$ cat config.mk
export PLATFORM = sky130hd
export DESIGN_NAME = wdg_guard_top
export DESIGN_NICKNAME = d
export VERILOG_FILES = /design/src/rtl/wdg_pkg.sv /design/src/rtl/wdg_rst_sync.sv /design/src/rtl/wdg_prescaler.sv /design/src/rtl/wdg_counter.sv /design/src/rtl/wdg_ctrl_reg.sv /design/src/rtl/wdg_guard_top.sv
export SDC_FILE = /design/constraint.sdc
export NUM_CORES = 1
export LEC_CHECK = 0
export BUFFER_PORTS_ARGS = -buffer_cell sky130_fd_sc_hd__clkbuf_2
export CAP_MARGIN = 20
export CELL_PAD_IN_SITES_DETAIL_PLACEMENT = 1
export CELL_PAD_IN_SITES_GLOBAL_PLACEMENT = 1
export CORE_ASPECT_RATIO = 0.7
export CORE_MARGIN = 2
export CORE_UTILIZATION = 30
export CTS_CLUSTER_DIAMETER = 60
export DETAILED_ROUTE_END_ITERATION = 16
export PLACE_DENSITY = 0.6
export SETUP_SLACK_MARGIN = 0.1
export SLEW_MARGIN = 10
export SYNTH_ARGS = -nofsm -noshare
export SYNTH_HDL_FRONTEND = slang
export SYNTH_HIERARCHICAL = 1
export SYNTH_SLANG_ARGS = --single-unit
$ cat constraint.sdc
create_clock -name clk -period 1.1 [get_ports clk]
set_clock_uncertainty 0.15 [all_clocks]
set_input_delay 0.055 -clock clk [delete_from_list [all_inputs] [get_ports clk]]
set_output_delay 0.055 -clock clk [all_outputs]
set_load 0.05 [all_outputs]
$ cat src/rtl/wdg_pkg.sv
package wdg_pkg;

  // register select on the bus
  typedef enum logic {
    REG_CSR = 1'b0,
    REG_CNT = 1'b1
  } wdg_reg_e;

  // bit positions inside the control/status register
  localparam int unsigned CSR_FLAG     = 0;
  localparam int unsigned CSR_FLAG_INH = 1;
  localparam int unsigned CSR_UNLK     = 2;
  localparam int unsigned CSR_UNLK_INH = 3;
  localparam int unsigned CSR_USED     = 4;

endpackage

$ cat src/rtl/wdg_rst_sync.sv
module wdg_rst_sync #(
  parameter int unsigned STAGES = 2
) (
  input  logic clk,
  input  logic rst_pin_ni,
  output logic rst_no
);

  logic [STAGES-1:0] sync_q;
  logic [STAGES-1:0] sync_d;

  always_comb begin
    sync_d = {sync_q[STAGES-2:0], 1'b1};
  end

  always_ff @(posedge clk or negedge rst_pin_ni) begin
    if (!rst_pin_ni) sync_q <= '0;
    else             sync_q <= sync_d;
  end

  assign rst_no = sync_q[STAGES-1];

endmodule

$ cat src/rtl/wdg_prescaler.sv
module wdg_prescaler #(
  parameter int unsigned DIV = 8192
) (
  input  logic clk,
  input  logic rst_ni,
  input  logic clr_i,
  output logic tick_o
);

  localparam int unsigned PW = (DIV > 2) ? $clog2(DIV) : 1;
  localparam logic [PW-1:0] LAST = PW'(DIV - 1);

  logic [PW-1:0] div_q;
  logic [PW-1:0] div_d;

  assign tick_o = (div_q == LAST) && !clr_i;

  always_comb begin
    div_d = div_q;
    if (clr_i)       div_d = '0;
    else if (tick_o) div_d = '0;
    else             div_d = div_q + 1'b1;
  end

  always_ff @(posedge clk or negedge rst_ni) begin
    if (!rst_ni) div_q <= '0;
    else         div_q <= div_d;
  end

  // a tick is never followed by another tick on the next cycle
  a_r2_tick_spacing: assert property (@(posedge clk) disable iff (!rst_ni)
    tick_o |=> !tick_o);

endmodule

$ cat src/rtl/wdg_counter.sv
module wdg_counter #(
  parameter int unsigned W = 8
) (
  input  logic         clk,
  input  logic         rst_ni,
  input  logic         tick_i,
  input  logic         ld_i,
  input  logic [W-1:0] ld_val_i,
  input  logic         hold_i,
  output logic [W-1:0] cnt_o,
  output logic         wrap_o
);

  logic [W-1:0] cnt_q;
  logic [W-1:0] cnt_d;
  logic         cnt_en;

  assign cnt_en = hold_i || ld_i || tick_i;
  assign wrap_o = tick_i && !ld_i && !hold_i && (cnt_q == '1);

  always_comb begin
    cnt_d = cnt_q;
    if (hold_i)      cnt_d = '0;
    else if (ld_i)   cnt_d = ld_val_i;
    else if (tick_i) cnt_d = cnt_q + 1'b1;
  end

  always_ff @(posedge clk or negedge rst_ni) begin
    if (!rst_ni)     cnt_q <= '0;
    else if (cnt_en) cnt_q <= cnt_d;
  end

  assign cnt_o = cnt_q;

  // without a load or hold the count only stays or steps by one
  a_r2_step_only: assert property (@(posedge clk) disable iff (!rst_ni)
    (!ld_i && !hold_i) |=> (cnt_q == $past(cnt_q) || cnt_q == W'($past(cnt_q) + 1'b1)));

  // a load that is not overridden lands on the next edge
  a_r3_load_value: assert property (@(posedge clk) disable iff (!rst_ni)
    (ld_i && !hold_i) |=> cnt_q == $past(ld_val_i));

endmodule

$ cat src/rtl/wdg_ctrl_reg.sv
module wdg_ctrl_reg
  import wdg_pkg::*;
(
  input  logic                clk,
  input  logic                rst_ni,
  input  logic                wr_i,
  input  logic [CSR_USED-1:0] wbits_i,
  input  logic                set_i,
  output logic [CSR_USED-1:0] csr_o,
  output logic                flag_o
);

  logic flag_q, flag_d;
  logic unlk_q, unlk_d;
  logic clr_req;

  assign clr_req = wr_i && unlk_q && !wbits_i[CSR_FLAG_INH] && !wbits_i[CSR_FLAG];

  always_comb begin
    unlk_d = unlk_q;
    if (wr_i && !wbits_i[CSR_UNLK_INH]) unlk_d = wbits_i[CSR_UNLK];
    flag_d = flag_q;
    if (clr_req) flag_d = 1'b0;
    if (set_i)   flag_d = 1'b1;
  end

  always_ff @(posedge clk or negedge rst_ni) begin
    if (!rst_ni) begin
      flag_q <= 1'b0;
      unlk_q <= 1'b0;
    end else begin
      flag_q <= flag_d;
      unlk_q <= unlk_d;
    end
  end

  always_comb begin
    csr_o               = '0;
    csr_o[CSR_FLAG]     = flag_q;
    csr_o[CSR_FLAG_INH] = 1'b1;
    csr_o[CSR_UNLK]     = unlk_q;
    csr_o[CSR_UNLK_INH] = 1'b1;
  end

  assign flag_o = flag_q;

  // unlock moves only on a write whose companion bit is 0
  a_r8_unlock_guard: assert property (@(posedge clk) disable iff (!rst_ni)
    !(wr_i && !wbits_i[CSR_UNLK_INH]) |=> $stable(unlk_q));

  // a locked register never loses the flag
  a_r9_flag_locked: assert property (@(posedge clk) disable iff (!rst_ni)
    (flag_q && !unlk_q) |=> flag_q);

  // a set request always leaves the flag high
  a_r10_set_wins: assert property (@(posedge clk) disable iff (!rst_ni)
    set_i |=> flag_q);

endmodule

$ cat src/rtl/wdg_guard_top.sv
module wdg_guard_top
  import wdg_pkg::*;
#(
  parameter int unsigned DIV    = 8192,
  parameter int unsigned CNT_W  = 8,
  parameter int unsigned DATA_W = 8
) (
  input  logic              clk,
  input  logic              rst_n,
  input  logic              addr,
  input  logic              wr,
  input  logic [DATA_W-1:0] wdata,
  output logic [DATA_W-1:0] rdata,
  output logic              int_rst_o
);

  logic             rst_ni;
  logic             tick;
  logic             cnt_wr;
  logic             csr_wr;
  logic             wrap;
  logic             pulse_q;
  logic             flag;
  logic [CNT_W-1:0] cnt;
  logic [CSR_USED-1:0] csr;

  assign cnt_wr = wr && (wdg_reg_e'(addr) == REG_CNT);
  assign csr_wr = wr && (wdg_reg_e'(addr) == REG_CSR);

  wdg_rst_sync #(.STAGES(2)) u_rst_sync (
    .clk        (clk),
    .rst_pin_ni (rst_n),
    .rst_no     (rst_ni)
  );

  wdg_prescaler #(.DIV(DIV)) u_presc (
    .clk    (clk),
    .rst_ni (rst_ni),
    .clr_i  (cnt_wr || pulse_q),
    .tick_o (tick)
  );

  wdg_counter #(.W(CNT_W)) u_cnt (
    .clk      (clk),
    .rst_ni   (rst_ni),
    .tick_i   (tick),
    .ld_i     (cnt_wr),
    .ld_val_i (wdata[CNT_W-1:0]),
    .hold_i   (pulse_q),
    .cnt_o    (cnt),
    .wrap_o   (wrap)
  );

  wdg_ctrl_reg u_ctrl (
    .clk     (clk),
    .rst_ni  (rst_ni),
    .wr_i    (csr_wr),
    .wbits_i (wdata[CSR_USED-1:0]),
    .set_i   (wrap),
    .csr_o   (csr),
    .flag_o  (flag)
  );

  always_ff @(posedge clk or negedge rst_ni) begin
    if (!rst_ni) pulse_q <= 1'b0;
    else         pulse_q <= wrap;
  end

  assign int_rst_o = pulse_q;

  always_comb begin
    if (wdg_reg_e'(addr) == REG_CNT) rdata = DATA_W'(cnt);
    else                             rdata = DATA_W'(csr);
  end

  // the internal reset lasts exactly one cycle
  a_r5_pulse_single: assert property (@(posedge clk) disable iff (!rst_ni)
    int_rst_o |=> !int_rst_o);

  // the flag is already up while the pulse is out
  a_r5_flag_with_pulse: assert property (@(posedge clk) disable iff (!rst_ni)
    int_rst_o |-> flag);

  // the counter reads zero during and right after the pulse
  a_r6_cnt_held: assert property (@(posedge clk) disable iff (!rst_ni)
    int_rst_o |-> (cnt == '0) ##1 (cnt == '0));

  // the pulse does not touch the flag
  a_r6_flag_kept: assert property (@(posedge clk) disable iff (!rst_ni)
    int_rst_o |=> flag);

endmodule

# Word level (Yosys, flattened, before mapping)

Cells that the tools add are included.

Output and inout port bits: 9
Input bits: 12
Bits in registers: 26
Word-level logic and storage cells: 40

Equal/unequal tests: 2
Add/sub/neg operators: 2
Multiplexer cells: 8
Reductions and logical operators: 21
Bitwise gates (word level): 1

Operator list:

| cell                  | count |
|---|---|
| $mux 8                | 4 |
| $mux 13               | 2 |
| $add 13x1->13 const B | 1 |
| $eq 13x13->1 const B  | 1 |
| $logic_and 1x1->1     | 10 |
| $add 8x1->8 const B   | 1 |
| $eq 8x8->1 const B    | 1 |
| $logic_not 1->1       | 6 |
| $reduce_bool 3->1     | 1 |
| $logic_or 1x1->1      | 2 |
| $mux 1                | 2 |
| $reduce_and 2->1      | 1 |
| $reduce_bool 2->1     | 1 |
| $not 1->1             | 1 |

# Depth between registers and ports, before layout

Depth in word-level cells: 8
Gate-level depth with buffers: 9
Depth with buffers taken out: 9

# Hierarchy

The synthesis kept the hierarchy.

By module, submodules not included:

| module        | cells an instance | area an instance (um^2) | seq. area each (um^2) | times used |
|---|---|---|---|---|
| wdg_prescaler | 63                | 668.1                   | 325.3                 | 1 |
| wdg_counter   | 51                | 454.2                   | 200.2                 | 1 |
| wdg_guard_top | 13                | 147.6                   | 25.0                  | 1 |
| wdg_ctrl_reg  | 11                | 131.4                   | 50.0                  | 1 |
| wdg_rst_sync  | 3                 | 53.8                    | 50.0                  | 1 |

# Worst setup path before layout

Ideal clock, no wire load.

Path kind: register to register
Start point: reg u_presc.div_q[0]
End point: reg u_cnt.cnt_q[7], in the netlist u_cnt/cnt_o[7]
Setup time: 99 ps
Period minus slack after synthesis: 2473 ps
Required time: 851 ps
Stages on the path, launching flop included: 9
Slack: -1373 ps
Buffers on the path: 0
Arrival: 2223 ps
Cells stage by stage: dfrtp_1 -> ha_1 -> nand4_2 -> nor4_4 -> nand2_1 -> nor2_1 -> nand2_1 -> or4_1 -> a311oi_1

Longest elaborated chain between the ends: 4
Elaborated cells between the ends (all ways): 5
Those cells by class: eq/ne: 1; reduce/logical: 4

Ends and longest elaborated chain:

| element                                                                       | line                | RTL |
|---|---|---|
| start: declaration                                                            | wdg_prescaler.sv:13 | `logic [PW-1:0] div_q;` |
| start signal: assignment                                                      | wdg_prescaler.sv:27 | `else div_q <= div_d;` |
| $eq 13x13->1 (*)                                                              | wdg_prescaler.sv:16 | `assign tick_o = (div_q == LAST) && !clr_i;` |
| $logic_and 1x1->1 (*)                                                         | wdg_prescaler.sv:16 |  |
| named net tick                                                                | wdg_guard_top.sv:18 | `logic tick;` |
| $reduce_bool 3->1 (no source line) / $logic_or 1x1->1 (equally long branches) | -                   |  |
| $reduce_and 2->1 (no source line) (*)                                         | -                   |  |
| end signal: assignment                                                        | wdg_counter.sv:30   | `else if (cnt_en) cnt_q <= cnt_d;` |
| end: declaration                                                              | wdg_counter.sv:14   | `logic [W-1:0] cnt_q;` |

Mark *: on every way through the listed nets, which the timed path passes. The rest lies on a longest branch.
A chain may end at the register's enable or synchronous reset.

# Worst setup path after layout

Start point: reg u_presc.div_q[10]
End point: reg u_ctrl.flag_q, in the netlist u_ctrl/flag_o

Longest elaborated chain between the ends: 6
Elaborated cells between the ends (all ways): 7
Those cells by class: eq/ne: 1; mux: 1; reduce/logical: 5

Ends and longest elaborated chain:

| element                                            | line                | RTL |
|---|---|---|
| $eq 13x13->1 (*)                                   | wdg_prescaler.sv:16 |  |
| $logic_and 1x1->1 (*)                              | wdg_prescaler.sv:16 |  |
| named net tick                                     | wdg_guard_top.sv:18 |  |
| $logic_and 1x1->1 (*) (3 in a row)                 | wdg_counter.sv:19   | `assign wrap_o = tick_i && !ld_i && !hold_i && (cnt_q == '1);` |
| named net wrap                                     | wdg_guard_top.sv:21 | `logic wrap;` |
| $mux 1 / $reduce_bool 2->1 (equally long branches) | -                   |  |
| end signal: assignment                             | wdg_ctrl_reg.sv:32  | `flag_q <= flag_d;` |
| end: declaration                                   | wdg_ctrl_reg.sv:13  | `logic flag_q, flag_d;` |

Marks and branches as above.

==> flow_summary.toml <==
[outcome]
status = "finished, violations left"
violations = "hold timing, setup timing"

[die]
die_area_um2 = 5432
die_height_um = 62.27
rows = 21
boundaryPins = 21
start_util_pct = 30.77
die_width_um = 87.24
core_area_um2 = 4730

[yosys]
ys_seq_elements = 26
synth-async-reset-ratio_pct = 100.0
ys.flop_type = "dfrtp_1"
yosysWarnings = 6
syn_inst = 141
synth.distinct_cells = 36
syn_area_um2 = 1455
synth-seq-area-share_pct = 44.71
syn_avg_cell_area_um2 = 10.32
synth-edff-count = 0

[job]
maxCapViolCount = 0

[layout]
layout.nets = 233
finalNonFillerCells = 275
utilization_pct = 52.54
drive_above_1_share_pct = 55.96
insertedDiodeCount = 0
area_growth_pct = 70.76
final_common_cell = "buf_4"
mostFrequentLayoutCells = "buf_4 (37), dfrtp_1 (26), buf_6 (12)"

[critical_path]
startpoint_type = "flop"
slowest_stage = "dfrtp_1"
cp_max_fo = 4
max_stage_delay_ns = 0.38
cp.required_ns = 1.18
crit_arrival_ns = 2.22
endpoint_kind = "flop"
path_class = "flop to flop"
crit_chain = "nand3_1 > nor4_4 > nand2_1 > nor2_4 > nand4_1 > buf_4 > nor4_2 > and3_1 > a21o_1"

[pwr]
vdd_drop_max_uv = 718.3
internal_power_mw = 2.138
power_switching_share_pct = 30.63
p_total_mw = 3.081
switching_power_uw = 943.6
powerDensity_nw_per_um2 = 1240
combPwrFrac_pct = 35.8
p_leak_nw = 1.130
p_clk_share_pct = 26.3
seqPwrFrac_pct = 37.9

[clocking]
htree_levels = 1
cts_hold_buf = 10
clk_pin_slew_ns = 0.10
cts_tree = "done"
cts.sinks = 26
cts_root_buffer = "clkbuf_8"
cts_buffers = 3
cts_buffer_depth = 2
clk_latency_ns = 0.28

[global_route]
grt_util_all_layers_pct = 18.31
grt_pass1_vias = 1427
antenna_found_initial = 0
grt_pass1_wl_mm = 7.527
grt_max_degree = 25
overflow = 0

[sta]
layout_min_cycle_time_ns = 2.147
holdWs_ns = -0.04976
final_hold_viol_count = 2
fmax_mhz = 465.8
fin_crit_sh_pct = 195.2
rsz0062_at_grt = "yes"
final_max_slew_viol_count = 0
finalSetupViolations = 32
fin_ws_ns = -1.047

[placed_design]
portBuffers = 20
post-place-ws_ns = -1.281
numPlacedInstances = 247
place_hpwl_mm = 2.929
finalWeightedCongestion = 0.7944

[drt]
finalWirelength_mm = 4.683
first_iter_violations = 67
drc = 0
dr.pass1.iters = 4
post_drt_wl_per_cell_um = 17.03
num_vias = 1289
postRouteAntennaNets = 0
vias_per_cell = 4.687

[min_path]
hp-class = "input pin to flop"
[per-layer routing]
layer | share of wire, % | track usage [%] | wire (um)
met3 | 2.5 | 4.122 | 119
met5 | 0 | 0 | 0
met2 | 48 | 28.41 | 2242
met1 | 49 | 26.63 | 2305
met4 | 0.32 | 2.692 | 15
[path summary, 6_finish.rpt]
check                                               start                             end  slack (ns)  cells past startpoint
hold reg to reg            u_rst_sync/sync_q[1]$_DFF_PN0_      u_cnt/cnt_o[7]$_DFFE_PN0P_        0.08                      1
setup reg to reg              u_presc/div_q[10]$_DFF_PN0_       u_ctrl/flag_o$_DFFE_PN0P_       -1.05                      9
max in group asynchronous                           rst_n  u_rst_sync/sync_q[1]$_DFF_PN0_        0.21                      3
hold / removal                                   wdata[3]      u_cnt/cnt_o[3]$_DFFE_PN0P_       -0.05                      3
min in group asynchronous  u_rst_sync/sync_q[1]$_DFF_PN0_      u_cnt/cnt_o[7]$_DFFE_PN0P_        0.08                      1
setup / recovery              u_presc/div_q[10]$_DFF_PN0_       u_ctrl/flag_o$_DFFE_PN0P_       -1.05                      9
[power by group through the flow]
stage	Sequential (mW)	Clock, mW	Combinational, mW
5_1_grt	1.18	0.878	1.18
3_5_place_dp	1.18	0	0.770
4_1_cts	1.16	0.835	1.02
3_3_place_gp	1.17	0	0.744
6_report	1.17	0.810	1.10
2_1_floorplan	1.20	0	0.443
[cell usage after synthesis, types with 2 or more instances]
cell type  count  area (um^2)
nand3_1        4        20.02
buf_4          4        30.03
mux2_4         4        60.06
nor2_2        10        62.56
nand2_1       12        45.04
conb_1         2        7.510
a21oi_1        2        10.01
o21ai_0        2        10.01
a21o_2         2        17.52
nor2_1        13        48.80
nand4_1        3        18.77
dfrtp_1       26        650.6
nor3_1         2        10.01
clkbuf_1       2        7.510
inv_1          6        22.52
xnor2_1        9        78.83
xor2_1         6        52.55
a311oi_1       3        26.28
and2_2         5        37.54
a211oi_1       3        22.52
or3_1          2        12.51
nor4_1         3        18.77
mux2_2         2        22.52
ha_1           2        25.02
[per-stage QoR]
stage	instance area, um^2	setup TNS (ns)
after floorplan	1495	-16.96
after global placement	1889	-18.29
after detailed placement	1889	-19.83
after CTS	2414	-19.23
after global routing	2485	-20.86
final	2485	-17.94
[final cells by class]
class	instances	area, um^2
Clock buffer	3	41.29
Clock inverter	1	30.03
Fill cell	513	2245
Inverter	6	22.52
Multi-Input combinational cell	102	875.8
Sequential cell	26	650.6
Tap cell	57	71.32
Timing Repair Buffer	80	793.3
[logic make-up after synthesis]
| group | count (synthesis) | share of synthesized area, % |
|---|---|---|
| AOI/OAI and AO/OA | 14 | 6.966 |
| xor gates and xnor gates | 15 | 9.029 |
| adders and majority gates | 2 | 1.719 |
| buffers and inverters | 14 | 6.277 |
| DFF | 26 | 44.71 |
| muxes | 6 | 5.675 |
| other | 2 | 0.5161 |
| and+or+nand+nor | 62 | 25.11 |
[critical path: cells and delay by family (launching register included)]
family	cells	cell delay (ns)
buf+inv	1	0.19
compound gates	1	0.09
flops	1	0.38
simple gates	7	1.30
[flip-flops by register name, summed over array words and instances (netlist names)]
| name | flops |
|---|---|
| u_ctrl/unlk_q | 1 |
| u_presc/div_q | 13 |
| u_ctrl/flag_o | 1 |
| int_rst_o | 1 |
| u_cnt/cnt_o | 8 |
| u_rst_sync/sync_q | 2 |
[repair_timing]
| item | 4_1_cts | 5_1_grt |
|---|---|---|
| pin swaps | 20 | 13 |
| buffers inserted | 14 | 5 |
| hold endpoints to repair | 12 | 2 |
| resized for setup | 49 | 18 |
| endpoints found under the setup margin | 33 | 33 |
(Power assumes the default switching activity.)
